File: config.mk
export PLATFORM = sky130hd
export DESIGN_NAME = scrub_seq
export DESIGN_NICKNAME = d
export VERILOG_FILES = /design/src/rtl/scrub_pkg.sv /design/src/rtl/scrub_seq.sv
export SDC_FILE = /design/constraint.sdc
export NUM_CORES = 1
export LEC_CHECK = 0
export BUFFER_PORTS_ARGS = -buffer_cell sky130_fd_sc_hd__buf_2
export CAP_MARGIN = 25
export CORE_AREA = 4 4 41 43
export DETAILED_ROUTE_END_ITERATION = 12
export DIE_AREA = 0 0 45 47
export PLACE_DENSITY = 0.54
export SLEW_MARGIN = 20
export SYNTH_ARGS = -nofsm -noshare
export SYNTH_HDL_FRONTEND = slang
export SYNTH_SLANG_ARGS = --single-unit
File: constraint.sdc
create_clock -name clk -period 1.98 [get_ports clk]
set_input_delay 0.495 -clock clk [delete_from_list [all_inputs] [get_ports clk]]
set_output_delay 0.495 -clock clk [all_outputs]
set_load 0.005 [all_outputs]
File: src/rtl/scrub_pkg.sv
package scrub_pkg;

   typedef enum logic [1:0] {
      ST_IDLE = 2'd0,
      ST_SCAN = 2'd1,
      ST_CMP  = 2'd2,
      ST_UPD  = 2'd3
   } scrub_state_e;

endpackage

File: src/rtl/scrub_seq.sv
module scrub_seq
   import scrub_pkg::*;
#(
   parameter int ADDR_W = 4
) (
   input  logic              clk,
   input  logic              rst_n,
   input  logic              scan_en,
   input  logic              mem_ready,
   output logic              rd_en,
   output logic [ADDR_W-1:0] rd_addr,
   output logic              seed_ld,
   output logic              upd_now
);

   localparam logic [ADDR_W-1:0] LAST_ADDR = '1;

   scrub_state_e      state_q, state_d;
   logic [ADDR_W-1:0] addr_q;

   assign rd_en   = (state_q == ST_SCAN) && scan_en && mem_ready;
   assign seed_ld = scan_en && ((state_q == ST_IDLE) || (state_q == ST_UPD));
   assign upd_now = (state_q == ST_UPD);
   assign rd_addr = addr_q;

   always_comb begin
      state_d = state_q;
      unique case (state_q)
         ST_IDLE: if (scan_en) state_d = ST_SCAN;
         ST_SCAN: begin
            if (!scan_en)
               state_d = ST_IDLE;
            else if (rd_en && (addr_q == LAST_ADDR))
               state_d = ST_CMP;
         end
         ST_CMP:  state_d = ST_UPD;
         ST_UPD:  state_d = scan_en ? ST_SCAN : ST_IDLE;
         default: state_d = ST_IDLE;
      endcase
   end

   always_ff @(posedge clk or negedge rst_n) begin
      if (!rst_n) begin
         state_q <= ST_IDLE;
         addr_q  <= '0;
      end else begin
         state_q <= state_d;
         if (seed_ld)
            addr_q <= '0;
         else if (rd_en)
            addr_q <= addr_q + 1'b1;
      end
   end

   // the address steps by one after every accepted read
   assert_addr_step_R7: assert property (@(posedge clk) disable iff (!rst_n)
      (rd_en && (addr_q != LAST_ADDR)) |=> (addr_q == $past(addr_q) + 1'b1));

   // a stalled scan keeps its address
   assert_stall_hold_R7: assert property (@(posedge clk) disable iff (!rst_n)
      ((state_q == ST_SCAN) && !mem_ready) |=> $stable(addr_q));

   // an enabled update restarts the walk at address zero
   assert_restart_R8: assert property (@(posedge clk) disable iff (!rst_n)
      ((state_q == ST_UPD) && scan_en) |=> ((state_q == ST_SCAN) && (addr_q == '0)));

   // dropping enable mid-scan returns to idle
   assert_abort_R9: assert property (@(posedge clk) disable iff (!rst_n)
      ((state_q == ST_SCAN) && !scan_en) |=> (state_q == ST_IDLE));

endmodule

==> out/qor.yml <==
status: "completed"
slowest_delay_ns: 0.40
startpoint: "state_q[0]"
post_dp_cell_area_um2: 464
crit_path_max_fanout: 5
first_pass_iters: 4
antenna_found_initial: 0
seqCellArea_um2: 150
grt-ovfl-total: 0
fin_area_um2: 487
slew_headroom: 0.864
crit_path_end_kind: "output pin"
tightest_slew_ns: 0.202
syn-num-nets: 47
wl_per_cell_um: 11.0
synth-seq-cells: 6
grt_max_degree: 7
dieWidth_um: 45
cts_hold_buf: 0
cp_slowest_cell: "dfrtp_1"
num_io_pins: 11
synthesis.area_um2: 388
multiInputGateArea_um2: 226
cts_tree: "done"
p_per_area_mw_per_mm2: 969
fmax_mhz: 551
dieArea_mm2: 0.00212
post_cts_buffers: 0
fin_nets: 63
rr_worst_depth: 5
crit_end: "seed_ld"
critPathKind: "reg2out"
fill_cells: 143
antenna_cells: 0
rsz0062_at_grt: "no"
synth-seq-area-share: 0.387
drv_cap: 0
peakVddDrop_mv: 0.435
dp_slack_ns: 0.417
core_mm2: 0.00130
fin_util: 0.374
grt_first_pass_wirelength_um: 1360
rrSetupSlack_ns: 0.50
p_leak_uw: 0.000263
worst_ep_arrival_time_ns: 1.32
hold_class: "in2async"
skew_ns: 0.00259
drive_gt1_frac: 0.327
clk_latency_ns: 0.23
hold_viol_final: 0
grt_pass1_vias: 305
start_util: 0.298
start_kind: "register"
yosysWarnings: 0
rr_endpoint: "rd_addr[3]"
drc_errors: 0
post-dp-hpwl_um: 622
synth_cells: 38
vias: 300
critical_path_required_ns: 1.48
ant_nets: 0
ys_types: 20
cts.sink_count: 6
ctsResizeCount: 0
clockBufferDepth: 2
cts_made_buffers: 3
cts_root_buffer: "clkbuf_4"
synth.avg_cell_area_um2: 10.2
setup_ws_ns: 0.166
htree_levels: 1
setup_viol: 0
die_h_um: 47
first_iter_violations: 6
slew_viol_final: 0
grt_util_all_layers: 0.0890
areaGrowthSynthToFinish_pct: 25.5
tns_ns: 0
path_clk_slew_ns: 0.04
crit_chain: "inv_1 > ha_1 > nor2b_1 > buf_2"
viasPerCell: 4.48
io_buffers: 10
fin_crit_ns: 1.81
rows: 13
place.gp.congestion: 0.802
drt_wl_total_um: 740
period_share: 0.916
## routing by layer
metal / share of wire / track usage
met1: 0.51 / 0.130
met2: 0.44 / 0.116
met3: 0.043 / 0.0230
met4: 0.0081 / 0.0526
met5: 0 / 0
## cells in the mapped netlist
master    instances  area [µm²]
a21oi_1           3        15.0
a21oi_2           1        8.76
and4_1            1        8.76
dfrtp_1           6         150
ha_1              5        62.6
inv_1             3        11.3
mux2i_1           1        10.0
nand2_1           1        3.75
nand2b_2          1        8.76
nand3_1           1        5.00
nand3_4           1        17.5
nand4_1           1        6.26
nor2_1            3        11.3
nor2b_1           1        6.26
o211a_1           1        10.0
o21ai_0           3        15.0
o21bai_1          1        7.51
o22ai_1           1        6.26
or3_1             1        6.26
xor2_1            2        17.5
## metrics by stage
step	hold slack [ns]	total power, µW	instances
after floorplan	0.199	301	38
after global placement	0.328	368	64
after detailed placement	0.327	369	64
after CTS	0.0691	483	67
after global routing	0.0661	519	67
final	0.0734	472	67
## area by class of cell
type	instances	area share
Sequential cell	6	0.308
Clock buffer	3	0.0463
Multi-Input combinational cell	29	0.465
Tap cell	15	0.0386
Inverter	3	0.0231
Timing Repair Buffer	11	0.118
## worst max-delay path, delay by kind of cell (launching register included)
kind	cells	cell delay, ns
adders and majority gates	1	0.30
buffers and inverters	2	0.24
DFF	1	0.40
and+or+nand+nor	1	0.15
## cells in the final DEF, fill, tap and decap left out
master    count
a21oi_1       3
a21oi_2       1
and4_1        1
buf_2        10
buf_4         1
clkbuf_4      3
dfrtp_1       6
ha_1          5
inv_1         3
mux2i_1       1
nand2_1       1
nand2b_2      1
nand3_1       1
nand3_4       1
nand4_1       1
nor2_1        3
nor2b_1       1
o211a_1       1
o21ai_0       3
o21bai_1      1
o22ai_1       1
or3_1         1
xor2_1        2
## how the worst min path moves through the flow
stage | end | cells past startpoint | slack [ns]
CTS | rd_addr[3] | 1 | 0.07
floorplan | asynchronous set/reset pin | 0 | 0.20
global placement | rd_addr[3] | 1 | 0.33
finish | rd_addr[3] | 1 | 0.07
global route | rd_addr[3] | 1 | 0.07
detailed placement | rd_addr[3] | 1 | 0.33
## cell families (layout without fill, tap and decap cells)
logic type                 Yosys count  after routing  share of synthesized area
and+or+nand+nor                     11             11                      0.190
muxes                                1              1                     0.0258
AOI/OAI and AO/OA                   10             10                      0.161
DFF                                  6              6                      0.387
adders and majority gates            5              5                      0.161
buffers and inverters                3             17                     0.0290
xor gates and xnor gates             2              2                     0.0452
## power by group
| group | internal, µW | leakage (µW) | switching (µW) |
|---|---|---|---|
| Clock | 68.2 | 0.0000138 | 38.1 |
| Sequential | 147 | 0.0000808 | 25.8 |
| Combinational | 87.8 | 0.000169 | 105 |
| Total | 303 | 0.000263 | 169 |
(Power assumes the default switching activity.)
